**src/rtl/prio_intc.sv**
```systemverilog
module prio_intc #(
  parameter int NSRC = 64
) (
  input  logic            clk,
  input  logic            rst_n,
  input  logic [NSRC-1:0] src_i,
  input  logic            wr_en,
  input  logic [7:0]      addr,
  input  logic [31:0]     wdata,
  output logic [31:0]     rdata,
  output logic [7:0]      irq_level,
  output logic [7:0]      irq_vector
);
  localparam int IW = (NSRC > 1) ? $clog2(NSRC) : 1;
  localparam logic [7:0] IDLE_VEC = 8'd24;

  logic [NSRC-1:0] pend_q, mask_q, force_q, enab, act;
  logic [7:0]      lvl_q [NSRC];
  logic [63:0]     pend64, mask64, force64;
  logic [7:0]      best_l;
  logic [IW-1:0]   best_i;
  logic            found;
  logic            lvl_hit;

  assign pend64  = 64'(pend_q);
  assign mask64  = 64'(mask_q);
  assign force64 = 64'(force_q);
  assign lvl_hit = (addr[7:6] == 2'b01) && (int'(addr[5:0]) < NSRC);

  for (genvar g = 0; g < NSRC; g++) begin : g_en
    assign enab[g] = |lvl_q[g];
  end

  assign act = (pend_q | force_q) & enab & ~mask_q;

  always_comb begin
    best_l = '0;
    best_i = '0;
    found  = 1'b0;
    for (int i = 0; i < NSRC; i++) begin
      if (act[i] && lvl_q[i] >= best_l) begin
        best_l = lvl_q[i];
        best_i = IW'(i);
        found  = 1'b1;
      end
    end
  end

  always_ff @(posedge clk or negedge rst_n) begin
    if (!rst_n) begin
      pend_q     <= '0;
      mask_q     <= '1;
      force_q    <= '0;
      irq_level  <= '0;
      irq_vector <= IDLE_VEC;
      for (int i = 0; i < NSRC; i++) lvl_q[i] <= '0;
    end else begin
      pend_q     <= src_i;
      irq_level  <= found ? best_l : 8'd0;
      irq_vector <= found ? 8'(64 + int'(best_i)) : IDLE_VEC;
      if (wr_en) begin
        case (addr)
          8'h08: mask_q  <= NSRC'({wdata, mask64[31:0]});
          8'h0C: mask_q  <= NSRC'({mask64[63:32], wdata});
          8'h10: force_q <= NSRC'({wdata, force64[31:0]});
          8'h14: force_q <= NSRC'({force64[63:32], wdata});
          8'h1C: mask_q  <= wdata[6] ? '1 : (mask_q | NSRC'(64'd1 << wdata[5:0]));
          8'h1D: mask_q  <= wdata[6] ? '0 : (mask_q & ~NSRC'(64'd1 << wdata[5:0]));
          default: if (lvl_hit) lvl_q[IW'(addr[5:0])] <= wdata[7:0];
        endcase
      end
    end
  end

  always_comb begin
    case (addr)
      8'h00:   rdata = pend64[63:32];
      8'h04:   rdata = pend64[31:0];
      8'h08:   rdata = mask64[63:32];
      8'h0C:   rdata = mask64[31:0];
      8'h10:   rdata = force64[63:32];
      8'h14:   rdata = force64[31:0];
      8'hE0:   rdata = {24'd0, irq_vector};
      default: rdata = lvl_hit ? {24'd0, lvl_q[IW'(addr[5:0])]} : 32'd0;
    endcase
  end
endmodule

```
**config.mk**
```make
export PLATFORM = sky130hd
export DESIGN_NAME = prio_intc
export DESIGN_NICKNAME = d
export VERILOG_FILES = /design/src/rtl/prio_intc.sv
export SDC_FILE = /design/constraint.sdc
export NUM_CORES = 2
export LEC_CHECK = 0
export BUFFER_PORTS_ARGS = -buffer_cell sky130_fd_sc_hd__buf_4
export CORE_AREA = 2 2 325 327
export DETAILED_ROUTE_END_ITERATION = 10
export DIE_AREA = 0 0 327 329
export PLACE_DENSITY = 0.74
export SETUP_SLACK_MARGIN = 0.4
export SLEW_MARGIN = 40
export SYNTH_ARGS = -nofsm -noshare
export SYNTH_HDL_FRONTEND = slang
export SYNTH_SLANG_ARGS = --single-unit
export TNS_END_PERCENT = 30
```
**constraint.sdc**
```tcl
create_clock -name clk -period 147.5 [get_ports clk]
set_input_delay 7.375 -clock clk [delete_from_list [all_inputs] [get_ports clk]]
set_output_delay 7.375 -clock clk [all_outputs]
set_load 0.005 [all_outputs]
```
# Word-level counts from Yosys, hierarchy flattened
# Cells that the tools add are included.
# classes
n_addsub	1
order_cmp	66
n_eq_ne	9
shift	1
n_mux	205
n_bitwise	13
n_reduce_logical	138
# op_table
cell	count
$mux W8	70
$bwmux W512	1
$reduce_or A8 Y1	64
$ge A8 B8 Y1	63
$mux W6	62
$pmux W64 S4	1
$pmux W32 S7	1
$and A64 B64 Y64	3
$mux W64	2
$not A64 Y64	2
$or A64 B64 Y64	2
$pmux W64 S2	1
$logic_and A1 B1 Y1	65
$mux W1	65
$shl A1 B6 Y64 const A	1
$bmux W8 S6	1
$demux W8 S6	1
$eq A8 B5 Y1 const B	4
$eq A8 B4 Y1 const B	2
$reduce_and A3 Y1	5
$add A7 B6 Y8 const A	1
$eq A8 B3 Y1 const B	1
$eq A8 B8 Y1 const B	1
$ge A8 B1 Y1 const B	1
8 further kinds	13
# word_totals
regBits	720
output_inout_bits	48
wordCells	504

# Longest topological paths before layout
# depth
ltp_word	196
depth_mapped	682

# Worst setup path after synthesis
# OpenSTA, ideal clock, no wires.
# synth_timing
kind	flip-flop to flip-flop
from	register force_q[0], in the netlist force64[0]
to	register irq_vector[5]
setup_ps	140
arrival_time_ps	124655
t_required_ps	147360
setup_slack_ps	22705
path_stages_with_launch	632
n_path_buf	77
synth_period_minus_slack_ps	124795
cell_sequence	dfrtp_1 > nor2_1 > nor2_1 > nand2_1 > ha_1 > nor2b_1 > o211a_1 > o311ai_0 > nand2_1 > clkbuf_1 > a21oi_1 > ha_1 > and4_1 > and2_1 > o21bai_1 > o21a_1 > buf_2 > mux2i_1 > [... 596 more ...] > o311ai_1 > ha_1 > nand2b_1 > a21oi_1 > nor2b_1 > o21ai_0 > nand2b_1 > a21oi_1 > nor2b_1 > o21ai_0 > nand2b_1 > a21oi_1 > a2111o_1 > clkbuf_1 > nor2b_1 > inv_1 > nor4_2 > nand3_1
# synth_via
elab_chain_len	196
# synth_rtl
item	line_no	rtl
start: declaration	17	logic [NSRC-1:0] pend_q, mask_q, force_q, enab, act;
start signal: assignment	65	8'h10: force_q <= NSRC'({wdata, force64[31:0]});
start signal: assignment	66	8'h14: force_q <= NSRC'({force64[63:32], wdata});
$or A64 B64 Y64 (*)	34	assign act = (pend_q | force_q) & enab & ~mask_q;
$and A64 B64 Y64 (*) (2 in series)	34	
$logic_and A1 B1 Y1 (*)	41	if (act[i] && lvl_q[i] >= best_l) begin
$mux W8	41	
$ge A8 B8 Y1	41	
$logic_and A1 B1 Y1	41	
$mux W8	41	
$ge A8 B8 Y1	41	
[... 179 more ...]	n/a	
$ge A8 B8 Y1	41	
$logic_and A1 B1 Y1	41	
$mux W8	41	
$ge A8 B8 Y1	41	
$logic_and A1 B1 Y1	41	
$mux W6	41	
$add A7 B6 Y8	60	irq_vector <= found ? 8'(64 + int'(best_i)) : IDLE_VEC;
$mux W8 (*)	60	
end signal: assignment	60	
end: declaration	12	output logic [7:0] irq_vector
# Mark *: on every way between the ends. The rest lies on a longest branch, timed or not.
# A chain may end at the register's enable or synchronous reset.

# Worst setup path after layout
# layout_timing
from	register mask_q[0], in the netlist mask64[0]
to	register irq_vector[4]
# layout_via
elab_chain_len	195
# layout_rtl
item	line_no	rtl
start: declaration	17	
start signal: assignment	63	8'h08: mask_q <= NSRC'({wdata, mask64[31:0]});
start signal: assignment	64	8'h0C: mask_q <= NSRC'({mask64[63:32], wdata});
start signal: assignment	67	8'h1C: mask_q <= wdata[6] ? '1 : (mask_q | NSRC'(64'd1 << wdata[5:0]));
$not A64 Y64 (*)	34	
$and A64 B64 Y64 (*)	34	
$logic_and A1 B1 Y1 (*)	41	
$mux W8	41	
$ge A8 B8 Y1	41	
$logic_and A1 B1 Y1	41	
$mux W8	41	
$ge A8 B8 Y1	41	
[... 179 more ...]	n/a	
$ge A8 B8 Y1	41	
$logic_and A1 B1 Y1	41	
$mux W8	41	
$ge A8 B8 Y1	41	
$logic_and A1 B1 Y1	41	
$mux W6	41	
$add A7 B6 Y8	60	
$mux W8 (*)	60	
# Marks and branches as above.

==> flow_summary.json <==
{
  "period_minus_slack_ns": 139.17,
  "worst-path-stages": 585,
  "crit_path_start": "mask64[0]",
  "finalHoldViolations": 0,
  "outcome": "complete, no violations",
  "rsz0062_at_grt": "false",
  "grt_pass1_vias": 54918,
  "cp.arrival_ns": 139.78,
  "fin_crit_sh_pct": 94.3,
  "drt_iter0_markers": 7969,
  "die_y_um": 329,
  "r2r_end": "irq_vector[4]",
  "drc": 0,
  "ff2ff_path_depth": 585,
  "drive_gt1_share_pct": 19.2,
  "syn2layout_area_growth_pct": 11.2,
  "seqCellArea_sq_um": 18100,
  "cp-end-kind": "flop",
  "hpwl_um": 198000,
  "r2r_start": "mask64[0]",
  "drt_first_pass_iters": 7,
  "nets": 6969,
  "yosysSeqAreaShare_pct": 31.9,
  "synth-edff-count": 0,
  "final_util_pct": 60.4,
  "wl_met1_um": 98400,
  "io_pins": 155,
  "crit_fanout": 27,
  "fill_cells": 9096,
  "synth-seq-cells": 719,
  "postCtsHoldBufs": 0,
  "synth_nets": 6945,
  "cts_tree": "yes",
  "start_util_pct": 54.3,
  "relSlewSlack_pct": 32.1,
  "wl_met3_um": 33500,
  "gr-usage-all-layers_pct": 48.5,
  "grt_first_pass_wirelength_um": 383000,
  "finalWirelength_um": 268000,
  "ys.flop_type": "dfrtp_1",
  "portBuffers": 153,
  "core-area_sq_um": 104000,
  "die_area_sq_um": 108000,
  "clock_sinks": 719,
  "root_buffer": "clkbuf_16",
  "worstSkewPairLatency_ns": 0.74,
  "multiInputGateArea_sq_um": 36800,
  "place.gp.congestion": 1.09,
  "final_common_cell": "dfrtp_1",
  "synth_cells": 6394,
  "start_kind": "flop",
  "skew_ns": 0.0480,
  "die_w_um": 327,
  "synth_cell_types": 106,
  "max_slew.worst_pin.slew_ns": 1.01,
  "drv_slew": 0,
  "cp-endpoint": "irq_vector[4]",
  "async_flop_share_pct": 100,
  "slowest_stage": "o41a_1",
  "vias": 57467,
  "crit_required_ns": 148.12,
  "ant_nets": 0,
  "setup_viol": 0,
  "cap_violations": 0,
  "detail_route.wl_per_cell_um": 34.0,
  "slowest_delay_ns": 0.76,
  "top_layer": "met5",
  "cts_inserted_buffers": 82,
  "htreeDepth": 3,
  "worst-setup-path-type": "reg -> reg",
  "rows": 119,
  "cpMostUsedCell": "ha_1",
  "hold_class": "reg -> reg",
  "yosys_warnings": 0,
  "r2r_slack_ns": 8.33,
  "postSynthAreaPerCell_sq_um": 8.87,
  "grt_max_degree": 109,
  "cp.buffers_inverters": 50,
  "fin_tns_setup_ns": 0,
  "mostFrequentLayoutCells": "653 x dfrtp_1, 561 x mux2_2, 475 x nand2_1",
  "routed-wl-met2_um": 111000,
  "antenna_found_initial": 18,
  "avgViaCountPerCell": 7.29,
  "path_clk_slew_ns": 0.07,
  "clock.fmax_mhz": 7.19,
  "cp_top_family": "compound AO/OA/AOI/OAI gates",
  "synth_area_sq_um": 56700,
  "cts_max_path_buffers": 3,
  "grt.overflow.total": 0
}
## state kept, by name, indices dropped and copies added, names as in the netlist
| register | cells |
|---|---|
| mask64 | 64 |
| irq_level | 8 |
| lvl_q | 512 |
| pend64 | 64 |
| force64 | 64 |
| irq_vector | 7 |
## how the worst min path moves through the flow
| stage | startpoint | end | slack (ns) | cells after the start |
|---|---|---|---|---|
| floorplan | mask64[45] | mask64[45] | 0.47 | 2 |
| global placement | mask64[45] | mask64[45] | 0.48 | 2 |
| detailed placement | mask64[57] | mask64[57] | 0.49 | 2 |
| CTS | mask64[57] | mask64[57] | 0.50 | 2 |
| global route | mask64[57] | mask64[57] | 0.51 | 2 |
| finish | mask64[57] | mask64[57] | 0.50 | 2 |
## kinds of logic (layout without fill, tap and decap cells)
logic type / count (synthesis) / in the layout / share of synthesized area, %
AOI/OAI and AO/OA: 2131 / 2131 / 25.6
and+or+nand+nor: 1828 / 1828 / 16.0
DFF: 719 / 719 / 31.9
buffers and inverters: 634 / 728 / 4.25
muxes: 630 / 630 / 12.4
adders and majority gates: 451 / 451 / 9.92
other: 1 / 6 / 0.00662
## Yosys cell counts, drive strengths merged, types with 109 or more instances
| cell | instances | area (sq um) |
|---|---|---|
| mux2 | 562 | 6330 |
| inv | 306 | 1150 |
| o21ai | 468 | 2350 |
| ha | 444 | 5560 |
| a21o | 149 | 1120 |
| a22oi | 274 | 2060 |
| dfrtp | 653 | 16300 |
| nor2 | 470 | 1760 |
| nand2b | 123 | 769 |
| nor4 | 150 | 945 |
| nand3 | 129 | 646 |
| a21oi | 369 | 1850 |
| nand2 | 481 | 1810 |
| clkbuf | 293 | 1100 |
| o21a | 109 | 820 |
## metal layers
layer | GRT usage [%] | vias to the layer above
met5 | 0 | -
met4 | 35.8 | 20
met3 | 15.9 | 1211
met2 | 71.2 | 4167
met1 | 59.5 | 27860
li1 | - | 24209
## final cells by class
class,count,area share [%]
clock buffer,110,3.71
sequential,719,28.7
multi-input combinational,5041,58.4
antenna,5,0.0199
clock inverter,44,1.21
inverter,306,1.82
timing repair buffer,268,3.40
tap,1391,2.76
## worst register-to-register path: cells and delay by family (launching register included)
family / cells / cell delay (ns)
AOI/OAI and AO/OA: 269 / 66.17
and+or+nand+nor: 182 / 37.58
adders and majority gates: 67 / 18.91
buffers and inverters: 50 / 9.44
muxes: 17 / 6.54
DFF: 1 / 0.43
## stage by stage
step	area [sq um]	setup slack [ns]	instances	hold slack, ns
after CTS	62500	5.65	7864	0.500
final	63000	8.33	7884	0.497
after detailed placement	59400	6.09	7710	0.491
after floorplan	56700	22.71	6394	0.470
after global placement	59200	5.35	7707	0.484
after global routing	63000	0.472	7879	0.513
## repair_timing
| item | CTS | global route |
|---|---|---|
| setup buffers | 0 | 10 |
| endpoints found under the setup margin | 0 | 15 |
| hold endpoints to repair | 0 | 0 |
| resized for setup | 0 | 45 |
Power is not shown: default switching activity piles up to over one toggle a cycle in this logic, so the estimate is an artifact.
